[src/rtl/vlan_strip_pkg.sv]
package vlan_strip_pkg;

    localparam int unsigned ADDR_BYTES  = 12;
    localparam int unsigned TAG_BYTES   = 4;
    localparam int unsigned ETYPE_BYTES = 2;
    localparam int unsigned WIN_SGL     = TAG_BYTES + ETYPE_BYTES;
    localparam int unsigned WIN_MAX     = 2 * TAG_BYTES + ETYPE_BYTES;

    localparam logic [15:0] TPID_CTAG = 16'h8100;
    localparam logic [15:0] TPID_STAG = 16'h88A8;

    typedef enum logic [2:0] {
        ST_ADDR   = 3'd0,
        ST_FILL   = 3'd1,
        ST_DECIDE = 3'd2,
        ST_DRAIN  = 3'd3,
        ST_BODY   = 3'd4
    } phase_t;

    typedef struct packed {
        logic [2:0]  pcp;
        logic        dei;
        logic [11:0] vid;
    } tci_t;

    typedef struct packed {
        logic [3:0] drop;
        tci_t       inner;
        tci_t       outer;
        logic       has_outer;
        logic       has_inner;
    } strip_res_t;

    function automatic logic [15:0] join16(input logic [7:0] hi, input logic [7:0] lo);
        return {hi, lo};
    endfunction

endpackage

[src/rtl/vs_hdr_window.sv]
module vs_hdr_window #(
    parameter int unsigned DEPTH = vlan_strip_pkg::WIN_MAX,
    parameter int unsigned CW    = $clog2(DEPTH + 1)
) (
    input  logic                  clk,
    input  logic                  rst,
    input  logic                  clr,
    input  logic                  wr_en,
    input  logic [7:0]            wr_data,
    output logic [DEPTH-1:0][7:0] bytes_o,
    output logic [CW-1:0]         count_o
);

    logic [CW-1:0] count_q;

    always_ff @(posedge clk) begin
        if (rst || clr)
            count_q <= '0;
        else if (wr_en)
            count_q <= count_q + CW'(1);
    end

    for (genvar g = 0; g < DEPTH; g++) begin : g_slot
        always_ff @(posedge clk) begin
            if (rst)
                bytes_o[g] <= '0;
            else if (wr_en && count_q == CW'(g))
                bytes_o[g] <= wr_data;
        end
    end

    assign count_o = count_q;


    win_bound_chk: assert property (@(posedge clk) disable iff (rst)
        count_q <= CW'(DEPTH));

endmodule

[src/rtl/vs_tag_decode.sv]
module vs_tag_decode
    import vlan_strip_pkg::*;
#(
    parameter int unsigned DEPTH = WIN_MAX,
    parameter int unsigned CW    = $clog2(DEPTH + 1)
) (
    input  logic [DEPTH-1:0][7:0] win,
    input  logic [CW-1:0]         count,
    input  logic                  strip_en,
    input  logic                  dbl_en,
    output strip_res_t            res
);

    localparam logic [CW-1:0] NEED_SGL = CW'(WIN_SGL);
    localparam logic [CW-1:0] NEED_DBL = CW'(WIN_MAX);

    logic [15:0] tp_a, tp_b;
    logic        outer_ok, stacked, single;

    always_comb begin
        tp_a     = join16(win[0], win[1]);
        tp_b     = join16(win[4], win[5]);
        outer_ok = (tp_a == TPID_CTAG) || (tp_a == TPID_STAG);
        stacked  = strip_en && dbl_en && (count >= NEED_DBL) && outer_ok && (tp_b == TPID_CTAG);
        single   = strip_en && (count >= NEED_SGL) && (tp_a == TPID_CTAG);

        res = '0;
        if (stacked) begin
            res.drop      = 4'(2 * TAG_BYTES);
            res.outer     = tci_t'(join16(win[2], win[3]));
            res.inner     = tci_t'(join16(win[6], win[7]));
            res.has_outer = 1'b1;
            res.has_inner = 1'b1;
        end else if (single) begin
            res.drop      = 4'(TAG_BYTES);
            res.outer     = tci_t'(join16(win[2], win[3]));
            res.has_outer = 1'b1;
        end
    end

endmodule

[src/rtl/vs_tag_report.sv]
module vs_tag_report (
    input  logic        clk,
    input  logic        rst,
    input  logic        commit,
    input  logic        enable,
    input  logic [31:0] word_in,
    input  logic        outer_in,
    input  logic        inner_in,
    output logic [31:0] tag_word,
    output logic        outer_vld,
    output logic        inner_vld
);

    always_ff @(posedge clk) begin
        if (rst) begin
            tag_word  <= '0;
            outer_vld <= 1'b0;
            inner_vld <= 1'b0;
        end else if (commit && enable) begin
            tag_word  <= word_in;
            outer_vld <= outer_in;
            inner_vld <= inner_in;
        end
    end


    inner_needs_outer_chk: assert property (@(posedge clk) disable iff (rst)
        inner_vld |-> outer_vld);


    hi_zero_chk: assert property (@(posedge clk) disable iff (rst)
        !inner_vld |-> (tag_word[31:16] == 16'h0));


    no_tag_zero_chk: assert property (@(posedge clk) disable iff (rst)
        !outer_vld |-> (tag_word == 32'h0));

endmodule

[src/rtl/vlan_strip_rx.sv]
module vlan_strip_rx
    import vlan_strip_pkg::*;
#(
    parameter int unsigned ADDR_LEN = ADDR_BYTES
) (
    input  logic        clk,
    input  logic        rst,
    input  logic        cfg_strip_en,
    input  logic        cfg_dbl_en,
    input  logic [7:0]  s_data,
    input  logic        s_valid,
    input  logic        s_last,
    output logic        s_ready,
    output logic [7:0]  m_data,
    output logic        m_valid,
    output logic        m_last,
    input  logic        m_ready,
    output logic [31:0] tag_word,
    output logic        tag_outer_vld,
    output logic        tag_inner_vld
);

    localparam int unsigned WIN = WIN_MAX;
    localparam int unsigned CW  = $clog2(WIN + 1);
    localparam int unsigned AW  = $clog2(ADDR_LEN);

    phase_t              st;
    logic [AW-1:0]       addr_cnt;
    logic [CW-1:0]       rd_idx;
    logic                win_last;
    logic                strip_q, dbl_q;
    strip_res_t          res_q, res_c;

    logic [WIN-1:0][7:0] win_bytes;
    logic [CW-1:0]       win_count;

    logic first_beat, strip_eff, dbl_eff;
    logic s_acc, m_acc, win_wr, fill_done, commit;
    logic [CW-1:0] fill_target;
    logic [31:0]   commit_word;
    logic          commit_outer, commit_inner;

    assign first_beat  = (st == ST_ADDR) && (addr_cnt == '0);
    assign strip_eff   = first_beat ? cfg_strip_en : strip_q;
    assign dbl_eff     = first_beat ? cfg_dbl_en   : dbl_q;
    assign fill_target = dbl_eff ? CW'(WIN) : CW'(WIN_SGL);

    always_comb begin
        s_ready = 1'b0;
        m_valid = 1'b0;
        m_data  = 8'h00;
        m_last  = 1'b0;
        unique case (st)
            ST_ADDR, ST_BODY: begin
                s_ready = m_ready;
                m_valid = s_valid;
                m_data  = s_data;
                m_last  = s_last;
            end
            ST_FILL:   s_ready = 1'b1;
            ST_DECIDE: ;
            ST_DRAIN: begin
                m_valid = 1'b1;
                m_data  = win_bytes[rd_idx];
                m_last  = win_last && (rd_idx == win_count - CW'(1));
            end
            default: ;
        endcase
    end

    assign s_acc     = s_valid && s_ready;
    assign m_acc     = m_valid && m_ready;
    assign win_wr    = (st == ST_FILL) && s_valid;
    assign fill_done = win_wr && (s_last || (win_count + CW'(1) == fill_target));
    assign commit    = m_acc && m_last;

    always_comb begin
        if (st == ST_ADDR) begin
            commit_word  = '0;
            commit_outer = 1'b0;
            commit_inner = 1'b0;
        end else begin
            commit_word  = {res_q.inner, res_q.outer};
            commit_outer = res_q.has_outer;
            commit_inner = res_q.has_inner;
        end
    end

    vs_hdr_window #(.DEPTH(WIN), .CW(CW)) u_win (
        .clk     (clk),
        .rst     (rst),
        .clr     (st == ST_ADDR),
        .wr_en   (win_wr),
        .wr_data (s_data),
        .bytes_o (win_bytes),
        .count_o (win_count)
    );

    vs_tag_decode #(.DEPTH(WIN), .CW(CW)) u_dec (
        .win      (win_bytes),
        .count    (win_count),
        .strip_en (strip_q),
        .dbl_en   (dbl_q),
        .res      (res_c)
    );

    vs_tag_report u_rep (
        .clk       (clk),
        .rst       (rst),
        .commit    (commit),
        .enable    (strip_eff),
        .word_in   (commit_word),
        .outer_in  (commit_outer),
        .inner_in  (commit_inner),
        .tag_word  (tag_word),
        .outer_vld (tag_outer_vld),
        .inner_vld (tag_inner_vld)
    );

    always_ff @(posedge clk) begin
        if (rst) begin
            st       <= ST_ADDR;
            addr_cnt <= '0;
            rd_idx   <= '0;
            win_last <= 1'b0;
            strip_q  <= 1'b0;
            dbl_q    <= 1'b0;
            res_q    <= '0;
        end else begin
            unique case (st)
                ST_ADDR: if (s_acc) begin
                    if (first_beat) begin
                        strip_q <= cfg_strip_en;
                        dbl_q   <= cfg_dbl_en;
                    end
                    if (s_last) begin
                        addr_cnt <= '0;
                    end else if (addr_cnt == AW'(ADDR_LEN - 1)) begin
                        addr_cnt <= '0;
                        st       <= ST_FILL;
                    end else begin
                        addr_cnt <= addr_cnt + AW'(1);
                    end
                end
                ST_FILL: if (fill_done) begin
                    win_last <= s_last;
                    st       <= ST_DECIDE;
                end
                ST_DECIDE: begin
                    res_q  <= res_c;
                    rd_idx <= CW'(res_c.drop);
                    st     <= ST_DRAIN;
                end
                ST_DRAIN: if (m_ready) begin
                    if (rd_idx == win_count - CW'(1))
                        st <= win_last ? ST_ADDR : ST_BODY;
                    else
                        rd_idx <= rd_idx + CW'(1);
                end
                ST_BODY: if (s_acc && s_last) st <= ST_ADDR;
                default: st <= ST_ADDR;
            endcase
        end
    end


    stall_hold_chk: assert property (@(posedge clk) disable iff (rst)
        (m_valid && !m_ready) |=> (m_valid && $stable(m_data) && $stable(m_last)));


    tag_hold_chk: assert property (@(posedge clk) disable iff (rst)
        !(m_valid && m_ready && m_last) |=>
            ($stable(tag_word) && $stable(tag_outer_vld) && $stable(tag_inner_vld)));

endmodule

[config.mk]
export PLATFORM = sky130hd
export DESIGN_NAME = vlan_strip_rx
export DESIGN_NICKNAME = d
export VERILOG_FILES = /design/src/rtl/vlan_strip_pkg.sv /design/src/rtl/vs_hdr_window.sv /design/src/rtl/vs_tag_decode.sv /design/src/rtl/vs_tag_report.sv /design/src/rtl/vlan_strip_rx.sv
export SDC_FILE = /design/constraint.sdc
export NUM_CORES = 1
export LEC_CHECK = 0
export ABC_AREA = 1
export BUFFER_PORTS_ARGS = -buffer_cell sky130_fd_sc_hd__buf_4
export CORE_MARGIN = 1
export CORE_UTILIZATION = 24
export DETAILED_ROUTE_END_ITERATION = 12
export GPL_ROUTABILITY_DRIVEN = 0
export SYNTH_ARGS = -nofsm -noshare
export SYNTH_HDL_FRONTEND = slang
export SYNTH_SLANG_ARGS = --single-unit
[constraint.sdc]
create_clock -name clk -period 1.89 [get_ports clk]
set_input_delay 0.0945 -clock clk [delete_from_list [all_inputs] [get_ports clk]]
set_output_delay 0.0945 -clock clk [all_outputs]
set_load 0.01 [all_outputs]
==> results.yml, run 1 <==
run_status:
  status: "complete, but fails checks"
  violations: "negative setup slack"
finish:
  n_antenna_cell: 0
  instances_no_fill: 1553
  drive_above_1_share_pct: 23.5
  area_growth_pct: 30.6
  multi_input_area_mm2: 0.00397
  nFillCells: 3261
  fin_util_pct: 32.2
  seqCellArea_mm2: 0.00333
  nNetsFinal: 1167
yosys:
  yosysUniqueCellTypes: 39
  synthTopCellsByArea: "dfxtp_1, a21oi_1, nand2_1"
  synth_top_area_cell: "dfxtp_1"
  ys_seq_area_share_pct: 43.6
  synthTopCellsByCount: "nand2_1, dfxtp_1, a21oi_1"
  synth_edf_count: 0
  syn_area_mm2: 0.00761
  synthArstFlopShare_pct: 0
  netlist_instances: 1066
  synth.most_common_cell: "nand2_1"
  syn_nets: 1089
  synth_warnings: 0
  avgSynthCellArea_um2: 7.14
  synth_top_area_share_pct: 43.6
  ys_ff_latch: 166
  synthFlopType: "dfxtp_1"
worst_setup_path:
  worst_ep_required_time_ps: 1800
  critPathKind: "reg -> out"
  crit_path_end_kind: "primary output"
  crit_chain: "buf_12 > o211ai_1 > nand3_1 > nand3_2 > o21ai_1 > a22o_1 > buf_6"
  path_max_fanout: 14
  crit_arrival_ps: 2050
  critPathMaxStageDelay_ps: 420
  start_kind: "flop"
  worst_path_max_delay_cell: "dfxtp_4"
clock_tree:
  clkSinkCount: 166
  cts_inserted_buffers: 17
  cts_max_level: 4
  cts-root-buf: "clkbuf_16"
  tritoncts: "done"
  clockBufferDepth: 2
  clock_latency_ps: 440
  clkSlewWorstSetupHoldPaths_ps: 70
timing:
  rsz0062_at_grt: "true"
  worst_slack_ps: -255
  worst_pin_slew_ps: 414
  hold_violations: 0
  finalClockSkew_ps: 7.76
  slew_viol_final: 0
  setup_viol: 9
  finalCritPeriodShare_pct: 114
  clock.fmax_ghz: 0.466
  slew_headroom_pct: 72.4
  layout_min_cycle_time_ps: 2150
pwr:
  power_leakage_nw: 3.76
  pwr-share-comb_pct: 33.5
  total_power_mw: 11.2
  ir_drop_v: 0.000564
  swShare_pct: 36.0
  p_sw_mw: 4.02
  pwr-share-clk_pct: 31.3
  seqPwrFrac_pct: 35.2
  internal-power_mw: 7.16
  powerDensity_mw_per_mm2: 1120
placement:
  post-dp-hpwl_um: 15800
  io_buffers: 59
  dp_cells: 1496
job:
  cap_violations: 0
detailed_routing:
  drt-wirelength-per-cell_um: 15.5
  drtAntennaViolNets: 0
  routed_wl_um: 24100
  drc_errors: 0
  drt_first_iter_violations: 473
  vias: 7561
  viasPerCell: 4.87
  drt_pre_antenna_iters: 5
floorplan:
  num_rows: 64
  num_io_pins: 60
  die_x_um: 180
  die_area_mm2: 0.0324
  core-area_mm2: 0.0309
  die-height_um: 180
  initial_core_util_pct: 24.6
global_route:
  grt-ovfl-total: 0
  antenna_found_initial: 0
  grt_pass1_vias: 7233
  grt_pass1_wl_um: 37900
  grt_max_degree: 78
  grt_use_total_pct: 14.6
worst_hold_path:
  hold_path.class: "in -> reg"
==> worst max-delay path: cells and delay by family, from the launching register on <==
kind,cells,cell delay [ps]
AO/OA/AOI/OAI,3,610
buffers and inverters,2,320
AND/OR/NAND/NOR,2,270
flip-flops,1,420
==> path summary, 6_finish.rpt <==
path / slack, ps / from / cells past startpoint / end
max: -260 / rd_idx[0]$_SDFFE_PP0P_ / 7 / m_data[4]
min: 20 / cfg_strip_en / 3 / strip_q$_SDFFE_PP0P_
max reg2reg: 10 / u_win.count_o[1]$_SDFFE_PP0P_ / 13 / u_rep.tag_word[11]$_SDFFE_PP0P_
min reg2reg: 470 / res_q[25]$_SDFFE_PP0P_ / 2 / res_q[25]$_SDFFE_PP0P_
==> flip-flops by register name, indices dropped and copies added, names as in the netlist <==
name,flops
u_win.bytes_o,80
res_q,34
u_rep.tag_word,32
addr_cnt,4
rd_idx,4
u_win.count_o,4
st,3
dbl_q,1
strip_q,1
u_rep.inner_vld,1
u_rep.outer_vld,1
win_last,1
==> area by class of cell <==
class | instances | share of cell area [%]
flip-flops and latches | 166 | 33.5
repair buffers | 125 | 12.6
clock buffers | 17 | 4.28
inverters | 77 | 2.99
clock inverters | 15 | 1.70
multi-input cells | 757 | 40.0
well taps | 396 | 4.98
==> stage by stage <==
step | worst slack [ps] | instance area (um2) | TNS, ps | hold WS (ps)
after global routing | -307 | 9950 | -4880 | 20.7
after floorplan | 33.7 | 7620 | 0 | 271
final | -255 | 9950 | -1690 | 16.7
after detailed placement | 79.6 | 8650 | 0 | 310
after CTS | -269 | 9490 | -2310 | 5.55
after global placement | 87.1 | 8650 | 0 | 308
==> cell families after synthesis <==
group / after synthesis / synth area share [%]
AOI/OAI and AO/OA: 307 / 21.1
xor gates and xnor gates: 2 / 0.230
adders and majority gates: 8 / 1.31
buffers and inverters: 143 / 7.64
DFF: 166 / 43.6
muxes: 8 / 1.05
and+or+nand+nor: 432 / 25.1
==> placed cells by master (no fill, tap or decap), types with 23 or more instances in the layout <==
cell type    n
nand2_1    160
o21ai_0     79
o21ai_1     43
nand4_1     23
inv_1       49
nor2_1     149
a21oi_1    120
dfxtp_1    161
a21oi_2     39
nand3_1     44
buf_4       90
inv_2       24
==> routing by layer <==
layer,up-vias,global-route usage (%),routed length [um]
met1,3605,19.2,11200
met5,-,0,0
li1,3720,-,-
met2,204,23.8,11100
met3,32,2.81,1290
met4,0,4.92,442
==> power by group through the flow <==
stage	Combinational [mW]	Clock [mW]	Sequential [mW]
after detailed placement	2.97	0	3.97
after CTS	3.33	3.56	3.92
after floorplan	1.92	0	3.97
after global routing	4.09	3.72	3.97
final	3.75	3.50	3.94
after global placement	2.96	0	3.96
==> timing repair <==
| action | in CTS | in global routing |
|---|---|---|
| pin swaps | 16 | 11 |
| gates cloned | 4 | 6 |
| setup endpoints to repair | 9 | 62 |
| hold buffers | 3 | 0 |
| hold endpoints to repair | 4 | 0 |
| setup buffers | 5 | 7 |
| gates resized for setup | 21 | 97 |
(Power assumes the default switching activity.)
==> inputs of run 2 (changes only) <==
--- a/config.mk
+++ b/config.mk
@@ -8,9 +8,11 @@
 export ABC_AREA = 1
 export BUFFER_PORTS_ARGS = -buffer_cell sky130_fd_sc_hd__buf_4
 export CORE_MARGIN = 1
-export CORE_UTILIZATION = 24
+export CORE_UTILIZATION = 54
 export DETAILED_ROUTE_END_ITERATION = 12
 export GPL_ROUTABILITY_DRIVEN = 0
+export GPL_TIMING_DRIVEN = 0
+export PLACE_DENSITY = 0.76
 export SYNTH_ARGS = -nofsm -noshare
 export SYNTH_HDL_FRONTEND = slang
 export SYNTH_SLANG_ARGS = --single-unit
==> results.yml, run 2 (same netlist as run 1, synthesis figures left out) <==
clock_tree:
  cts_max_level: 4
  tritoncts: "done"
  cts-root-buf: "clkbuf_16"
  clockBufferDepth: 2
  clkSlewWorstSetupHoldPaths_ps: 60
  clock_latency_ps: 440
  clkSinkCount: 166
  cts_inserted_buffers: 17
worst_setup_path:
  startpoint: "rd_idx[0]$_SDFFE_PP0P_"
  endpoint: "m_data[3]"
  critPathMaxStageDelay_ps: 360
  crit_cells: 9
  start_kind: "flop"
  crit_path_end_kind: "primary output"
  regToRegSetupSlack_ps: -130
  critPathTopFamily: "buffers and inverters"
  crit_chain: "buf_12 > inv_6 > buf_8 > o211ai_1 > nand3_1 > nand3_2 > o21ai_1 > a22o_1 > buf_4"
  crit_arrival_ps: 1980
  reg2reg_depth: 11
  path_buf_inv: 4
  critPathKind: "reg -> out"
  timing.rr.end: "u_rep.tag_word[16]$_SDFFE_PP0P_"
  worst_path_max_delay_cell: "dfxtp_2"
  worst_ep_required_time_ps: 1800
  worstReg2RegStart: "st[0]$_SDFFE_PP0P_"
  path_max_fanout: 9
timing:
  layout_min_cycle_time_ps: 2080
  slew_headroom_pct: 46.1
  hold_ws_ps: -2.24
  rsz0062_at_grt: "true"
  slew_viol_final: 0
  finalClockSkew_ps: 13.5
  hold_violations: 1
  worst_pin_slew_ps: 808
  setup_viol: 43
  clock.fmax_ghz: 0.482
  finalCritPeriodShare_pct: 110
  tns_ps: -3300
  worst_slack_ps: -186
floorplan:
  die_x_um: 121
  initial_core_util_pct: 55.1
  die-height_um: 121
  die_area_mm2: 0.0146
  num_rows: 43
  num_io_pins: 60
  core-area_mm2: 0.0138
pwr:
  total_power_mw: 11.4
  internal-power_mw: 7.35
  power_leakage_nw: 3.89
  seqPwrFrac_pct: 34.3
  powerDensity_mw_per_mm2: 1140
  ir_drop_v: 0.000638
  pwr-share-comb_pct: 34.1
  pwr-share-clk_pct: 31.6
  p_sw_mw: 4.05
  swShare_pct: 35.6
global_route:
  grt_pass1_vias: 7205
  grt_pass1_wl_um: 37500
  grt-ovfl-total: 0
  grt_use_total_pct: 33.8
  antenna_found_initial: 0
  grt_max_degree: 17
worst_hold_path:
  hold_path.class: "in -> reg"
finish:
  final_common_cell: "dfxtp_1"
  drive_above_1_share_pct: 25.5
  layout_common_cells: "dfxtp_1, nand2_1, nor2_1"
  largest_reg_flops: 80
  nNetsFinal: 1214
  reg.largest.list: "u_win.bytes_o x80, res_q x34, u_rep.tag_word x32"
  n_antenna_cell: 0
  area_growth_pct: 31.4
  top_register: "u_win.bytes_o"
placement:
  post-dp-hpwl_um: 16200
  io_buffers: 58
job:
  cap_violations: 0
run_status:
  status: "complete, but fails checks"
  violations: "design-rule violations, negative hold slack, negative setup slack"
detailed_routing:
  drtAntennaViolNets: 0
  drt-wirelength-per-cell_um: 18.0
  vias: 8106
  drt_pre_antenna_iters: 11
  viasPerCell: 5.86
  drt_first_iter_violations: 808
  drc_errors: 1
  routed_wl_um: 24900
## run 2: worst min-delay path, stage by stage
cell and delay [ps]:
buf_4 80, o21ai_2 80, a21oi_1 140
## run 2: cell type report
cell class	count	area (um2)
sequential	166	3330
clock inverter	11	138
multi-input combinational	757	4150
inverter	77	313
timing repair buffer	109	917
tap	180	225
clock buffer	21	470
buffer	63	459
fill	1050	3820
## run 2: timing repair
item | CTS | global route
endpoints found under the hold margin | 8 | 0
hold buffers | 8 | 0
gates resized for setup | 122 | 112
pin swaps | 31 | 28
buffers inserted | 32 | 10
gates cloned | 6 | 0
endpoints found under the setup margin | 106 | 156
## run 2: per-stage QoR
step	hold slack (ps)	utilization, %	area (um2)	instances	setup slack, ps
after floorplan	271	-	7620	1066	33.7
after global placement	383	59.9	8280	1304	-403
after detailed placement	392	59.9	8280	1304	-397
after CTS	3.70	69.4	9600	1381	-156
after global routing	46.3	72.4	10000	1384	-225
final	-2.24	72.4	10000	1384	-186
## run 2: how the worst min path moves through the flow
stage	start	to	cells after the start
after CTS	cfg_strip_en	strip_q$_SDFFE_PP0P_	3
after global placement	s_data[6]	u_win.bytes_o[62]$_SDFFE_PP0P_	3
after global routing	cfg_strip_en	strip_q$_SDFFE_PP0P_	3
final	cfg_strip_en	strip_q$_SDFFE_PP0P_	3
after detailed placement	s_data[6]	u_win.bytes_o[62]$_SDFFE_PP0P_	3
after floorplan	s_data[6]	u_win.bytes_o[62]$_SDFFE_PP0P_	2
## run 2: per-layer routing
metal,global-route usage [%],wire length (um)
met5,0,0
met4,17.6,1180
met3,6.42,2110
met2,53.6,11400
met1,43.5,10200
## run 2: power by group through the flow
stage | logic, mW | registers [mW] | clock network (mW)
floorplan | 1.92 | 3.97 | 0
global placement | 2.79 | 3.96 | 0
detailed placement | 2.82 | 3.97 | 0
CTS | 3.40 | 3.89 | 3.60
global route | 4.15 | 3.93 | 3.76
finish | 3.89 | 3.91 | 3.60
